===== src/rtl/span_interp.sv =====
module span_interp #(
  parameter int CNT_W = 13,
  parameter int CI    = 8,
  parameter int CF    = 12,
  parameter int ZI    = 24,
  parameter int ZI_LO = 16,
  parameter int AW    = 24
) (
  input  logic             clk,
  input  logic             rst_n,
  input  logic             cfg_we,
  input  logic [3:0]       cfg_sel,
  input  logic [ZI+CF-1:0] cfg_data,
  input  logic             start,
  input  logic [ZI-1:0]    old_z,
  input  logic             px_ready,
  output logic             px_valid,
  output logic [CI-1:0]    px_r,
  output logic [CI-1:0]    px_g,
  output logic [CI-1:0]    px_b,
  output logic [ZI-1:0]    px_z,
  output logic             px_we,
  output logic [AW-1:0]    px_addr,
  output logic             done
);
  localparam int CW   = CI + CF;
  localparam int CACC = CW + CNT_W;
  localparam int ZW   = ZI + CF;

  logic [23:0]       ctrl;
  logic [CNT_W-1:0]  span_cnt;
  logic [AW-1:0]     base;
  logic [ZW-1:0]     z0, dz, zacc;
  logic [CW-1:0]     cst [3];
  logic [CW-1:0]     csl [3];
  logic signed [CACC-1:0] cacc [3];
  logic              busy;
  logic [CNT_W-1:0]  rem;
  logic [3:0]        idx;

  wire z_hold  = ctrl[16];
  wire c_hold  = ctrl[17];
  wire a_hold  = ctrl[18];
  wire pseudo  = ctrl[19];
  wire z_wide  = ctrl[20];

  always_ff @(posedge clk or negedge rst_n) begin
    if (!rst_n) begin
      ctrl <= '0; span_cnt <= '0; base <= '0; z0 <= '0; dz <= '0;
      for (int k = 0; k < 3; k++) begin cst[k] <= '0; csl[k] <= '0; end
    end else if (cfg_we) begin
      case (cfg_sel)
        4'd0:  ctrl     <= cfg_data[23:0];
        4'd1:  span_cnt <= cfg_data[CNT_W-1:0];
        4'd2:  base     <= cfg_data[AW-1:0];
        4'd3:  z0       <= cfg_data;
        4'd4:  dz       <= cfg_data;
        4'd5:  cst[0]   <= cfg_data[CW-1:0];
        4'd6:  csl[0]   <= cfg_data[CW-1:0];
        4'd7:  cst[1]   <= cfg_data[CW-1:0];
        4'd8:  csl[1]   <= cfg_data[CW-1:0];
        4'd9:  cst[2]   <= cfg_data[CW-1:0];
        4'd10: csl[2]   <= cfg_data[CW-1:0];
        default: ;
      endcase
    end
  end

  always_ff @(posedge clk or negedge rst_n) begin
    if (!rst_n) begin
      busy <= 1'b0; done <= 1'b0; rem <= '0; idx <= '0; zacc <= '0; px_addr <= '0;
      for (int k = 0; k < 3; k++) cacc[k] <= '0;
    end else begin
      done <= 1'b0;
      if (!busy) begin
        if (start) begin
          if ($signed(span_cnt) > 0) begin
            busy    <= 1'b1;
            rem     <= span_cnt;
            idx     <= '0;
            zacc    <= z0;
            px_addr <= base;
            for (int k = 0; k < 3; k++) cacc[k] <= {{CNT_W{1'b0}}, cst[k]};
          end else begin
            done <= 1'b1;
          end
        end
      end else if (px_ready) begin
        if (rem == 1) begin
          busy <= 1'b0;
          done <= 1'b1;
        end else begin
          rem <= rem - 1'b1;
          idx <= idx + 1'b1;
          if (!z_hold) zacc <= zacc + dz;
          if (!a_hold) px_addr <= px_addr + 1'b1;
          if (!c_hold)
            for (int k = 0; k < 3; k++) cacc[k] <= cacc[k] + {{CNT_W{csl[k][CW-1]}}, csl[k]};
        end
      end
    end
  end

  function automatic logic [CI-1:0] sat(input logic signed [CACC-1:0] a);
    if (a < 0) return '0;
    if (a[CACC-2:CF+CI] != '0) return '1;
    return a[CF+CI-1:CF];
  endfunction

  logic [ZI-1:0] oz;
  logic lt, gt, eq;

  assign px_valid = busy;
  assign px_r = pseudo ? '0 : sat(cacc[0]);
  assign px_g = pseudo ? '0 : sat(cacc[1]);
  assign px_b = sat(cacc[2]);
  assign px_z = z_wide ? zacc[ZW-1:CF] : {{(ZI-ZI_LO){1'b0}}, zacc[CF+ZI_LO-1:CF]};
  assign oz   = z_wide ? old_z : {{(ZI-ZI_LO){1'b0}}, old_z[ZI_LO-1:0]};
  assign lt   = ctrl[21] && (px_z < oz);
  assign gt   = ctrl[22] && (px_z > oz);
  assign eq   = ctrl[23] && (px_z == oz);
  assign px_we = busy && ctrl[idx] && (lt || gt || eq);

  a_r2_stall_hold: assert property (@(posedge clk) disable iff (!rst_n)
    px_valid && !px_ready && !cfg_we |=> px_valid && $stable(px_addr) && $stable(px_z) && $stable(px_b));
  a_r1_empty_done: assert property (@(posedge clk) disable iff (!rst_n)
    start && !px_valid && ($signed(span_cnt) <= 0) && !cfg_we |=> done && !px_valid);
  a_r9_addr_hold: assert property (@(posedge clk) disable iff (!rst_n)
    px_valid && px_ready && a_hold && !cfg_we |=> $stable(px_addr));
  a_r8_door_gate: assert property (@(posedge clk) disable iff (!rst_n)
    px_we |-> px_valid && ctrl[idx]);
  a_r10_pseudo: assert property (@(posedge clk) disable iff (!rst_n)
    pseudo |-> px_r == '0 && px_g == '0);
  a_r11_done_idle: assert property (@(posedge clk) disable iff (!rst_n)
    done |-> !px_valid);
endmodule


===== config.mk =====
export PLATFORM = sky130hd
export DESIGN_NAME = span_interp
export DESIGN_NICKNAME = d
export VERILOG_FILES = /design/src/rtl/span_interp.sv
export SDC_FILE = /design/constraint.sdc
export NUM_CORES = 1
export LEC_CHECK = 0
export BUFFER_PORTS_ARGS = -buffer_cell sky130_fd_sc_hd__buf_2
export CAP_MARGIN = 5
export CORE_UTILIZATION = 55
export DETAILED_ROUTE_END_ITERATION = 6
export GPL_TIMING_DRIVEN = 0
export PLACE_DENSITY = 0.73
export SYNTH_ARGS = -nofsm -noshare
export SYNTH_HDL_FRONTEND = slang
export SYNTH_SLANG_ARGS = --single-unit

===== constraint.sdc =====
create_clock -name clk -period 9.5 [get_ports clk]
set_input_delay 0.95 -clock clk [delete_from_list [all_inputs] [get_ports clk]]
set_output_delay 0.95 -clock clk [all_outputs]
set_load 0.1 [all_outputs]

==> results.ini <==
[run_status]
status = completed

[clocking]
cts-root-buf = clkbuf_16
cts_htree_levels = 2
postCtsSetupBuffers = 0
tritoncts = built
clk_latency_ns = 0.60
ctsResizeCount = 0
cts.sinks = 431
cts_buffers = 49
postCtsHoldBufs = 0
clockBufferDepth = 3
path_clk_slew_ns = 0.06

[layout]
nFillCells = 3707
area_growth_pct = 12.15
fin_cells = 3314
multi_input_area_um2 = 13620
drive_above_1_share_pct = 19.61
layout.nets = 2911
final-seq-area_um2 = 10790

[yosys]
synthXorXnorAreaFrac_pct = 3.929
seq_area_frac_synth_pct = 42.81
synth_top_family_by_area = compound AO/OA/AOI/OAI gates
synth_adder_area_share_pct = 8.215
synth_top_area_cell = dfrtp_1
avgSynthCellArea_um2 = 10.12
synth_ff_type = dfrtp_1
yosysMostFrequentCell = dfrtp_1
synth-simple-area-share_pct = 10.95
yosys_warnings = 0
netlist_instances = 2489
synth-compound-area-share_pct = 16.61
synth.mux.area_fraction_pct = 14.35
synth.top_cells.by_count = dfrtp_1, mux2_2, nand2_1
synth.cell_area_um2 = 25190
synth_edf_count = 0
synth_top_cells_by_area = dfrtp_1, mux2_2, ha_1
postSynth.asyncResetShare_pct = 100.0
synth.distinct_cells = 82
synth_top_area_share_pct = 42.81
ys_ff_latch = 431
syn_nets = 2721

[timing]
fin_crit_ns = 5.015
slew_headroom_pct = 16.26
final-setup-viol-count = 0
layout_setup_ws_ns = 4.485
finalMaxSlewViolations = 0
hold_violations = 0
rsz0062_at_grt = false
fmax_mhz = 199.4
min_period_over_period_pct = 52.79
skew_ns = 0.01764
tightest_slew_ns = 1.256

[critical_path]
endpoint_kind = output port
crit_top_cell = nand2_1
path_max_fanout = 10
regToRegSetupSlack_ns = 5.67
max_stage_delay_ns = 0.62
cp.required_ns = 8.55
r2r_start = cacc[0]
cp-startpoint = ctrl[20]
crit_arrival_ns = 4.07
worstSetupPathType = reg2out
ff2ff_path_depth = 12
start_kind = flop
critical_path.cell_chain = clkbuf_1, nand2_1, ha_1, nand2_1, nor3_1, nand3_1, nor3_1, nand2_1, a21oi_1, buf_2
r2r-end = cacc[32]
cp_slowest_cell = nor3_1

[min_path]
hp-class = in2async

[placement]
place_inst = 3228
dp_hpwl_mm = 50.20
gp_congestion = 0.9388
dpl_worst_slack_ns = 4.998
portBuffers = 136

[global_routing]
grt_start_max_net_pins = 126
first_global_vias = 20340
grt_pass1_wl_mm = 111.7
overflow = 0
track_usage_pct = 30.51
antenna_found_initial = 6

[routing]
vias_per_cell = 6.157
postRouteAntennaNets = 0
drcViolationCount = 0
routed_wl_mm = 70.50
dr_total_vias = 20400
dr.pass1.iters = 7
drt_iter0_markers = 1676
wl_per_cell_um = 21.27

[die]
rows = 78
core_um2 = 45280
start_util_pct = 55.63
die_area_um2 = 46660
die_x_um = 216.0
die_y_um = 216.0
ios = 144

[power]
power_density_nw_per_um2 = 369.4
ir_worst_vdd_mv = 0.3699
p_leak_nw = 13.32

[flow_run]
drv_cap = 0

-- registers in the layout, indices dropped and copies added, names as in the netlist --
register	flops
z0	36
px_valid	1
base	24
span_cnt	13
px_addr	24
csl	60
rem	13
done	1
idx	4
cst	60
cacc	99
dz	36
zacc	36
ctrl	24
-- worst max-delay path, delay by kind of cell (launching register included) --
family                     cells  cell delay, ns
and+or+nand+nor                6            1.62
buffers and inverters          2            0.81
DFF                            1            0.46
adders and majority gates      1            0.31
AOI/OAI and AO/OA              1            0.25
-- how the worst max path moves through the flow --
stage | endpoint | slack (ns) | cells after the start
floorplan | px_we | 4.30 | 12
global placement | done | -1.07 | 1
detailed placement | px_we | 5.00 | 14
CTS | px_we | 4.56 | 14
global route | px_we | 4.30 | 14
finish | px_we | 4.48 | 10
-- placed cells by master (no fill, tap or decap), drive strengths merged, types with 68 or more instances in the layout --
cell	instances
clkbuf	152
ha	159
dfrtp	431
mux2	256
a21oi	226
o21ai	197
nand2	242
xnor2	68
nor2	111
buf	183
-- logic make-up after synthesis --
| logic type | after synthesis |
|---|---|
| mux | 323 |
| xor+xnor | 113 |
| fa+ha+maj | 163 |
| buf+inv | 189 |
| flops | 431 |
| simple gates | 594 |
| compound gates | 676 |
-- stage by stage --
stage	hold WS [ns]	instance area (µm²)	util, %	setup TNS [ns]	power, mW
global placement	0.4685	26620	58.79	-431.30	8.326
floorplan	0.4538	25190	-	0	7.240
finish	0.3640	28250	62.39	0	10.44
CTS	0.3692	28250	62.39	0	10.40
detailed placement	0.4748	26720	59.00	0	8.508
global route	0.3974	28250	62.39	0	11.10
-- where the power goes --
| group | internal [mW] | total (mW) | switching, mW | leakage [nW] |
|---|---|---|---|---|
| Clock | 1.07 | 1.85 | 0.780 | 0.764 |
| Sequential | 2.45 | 2.96 | 0.517 | 5.31 |
| Combinational | 1.97 | 5.62 | 3.66 | 7.25 |
| Total | 5.48 | 10.4 | 4.95 | 13.3 |
-- routing by layer --
layer / share of wire [%] / global-route usage [%] / routed length, µm / vias to the layer above
met5: 0 / 0 / 0 / -
met4: 2.9 / 10.26 / 2074 / 0
met3: 6.7 / 4.383 / 4724 / 129
met2: 47 / 49.98 / 33310 / 677
met1: 43 / 41.59 / 30390 / 10170
li1: - / - / - / 9432
-- final cells by class --
| type | instances | share of cell area [%] |
|---|---|---|
| tap | 600 | 2.657 |
| antenna | 1 | 0.008857 |
| sequential | 431 | 38.17 |
| clock inverter | 21 | 0.6820 |
| timing repair buffer | 139 | 2.737 |
| multi-input combinational | 1869 | 48.20 |
| inverter | 57 | 0.7573 |
| buffer | 132 | 2.033 |
| clock buffer | 64 | 4.752 |
Power figures use the tool's default switching activity.
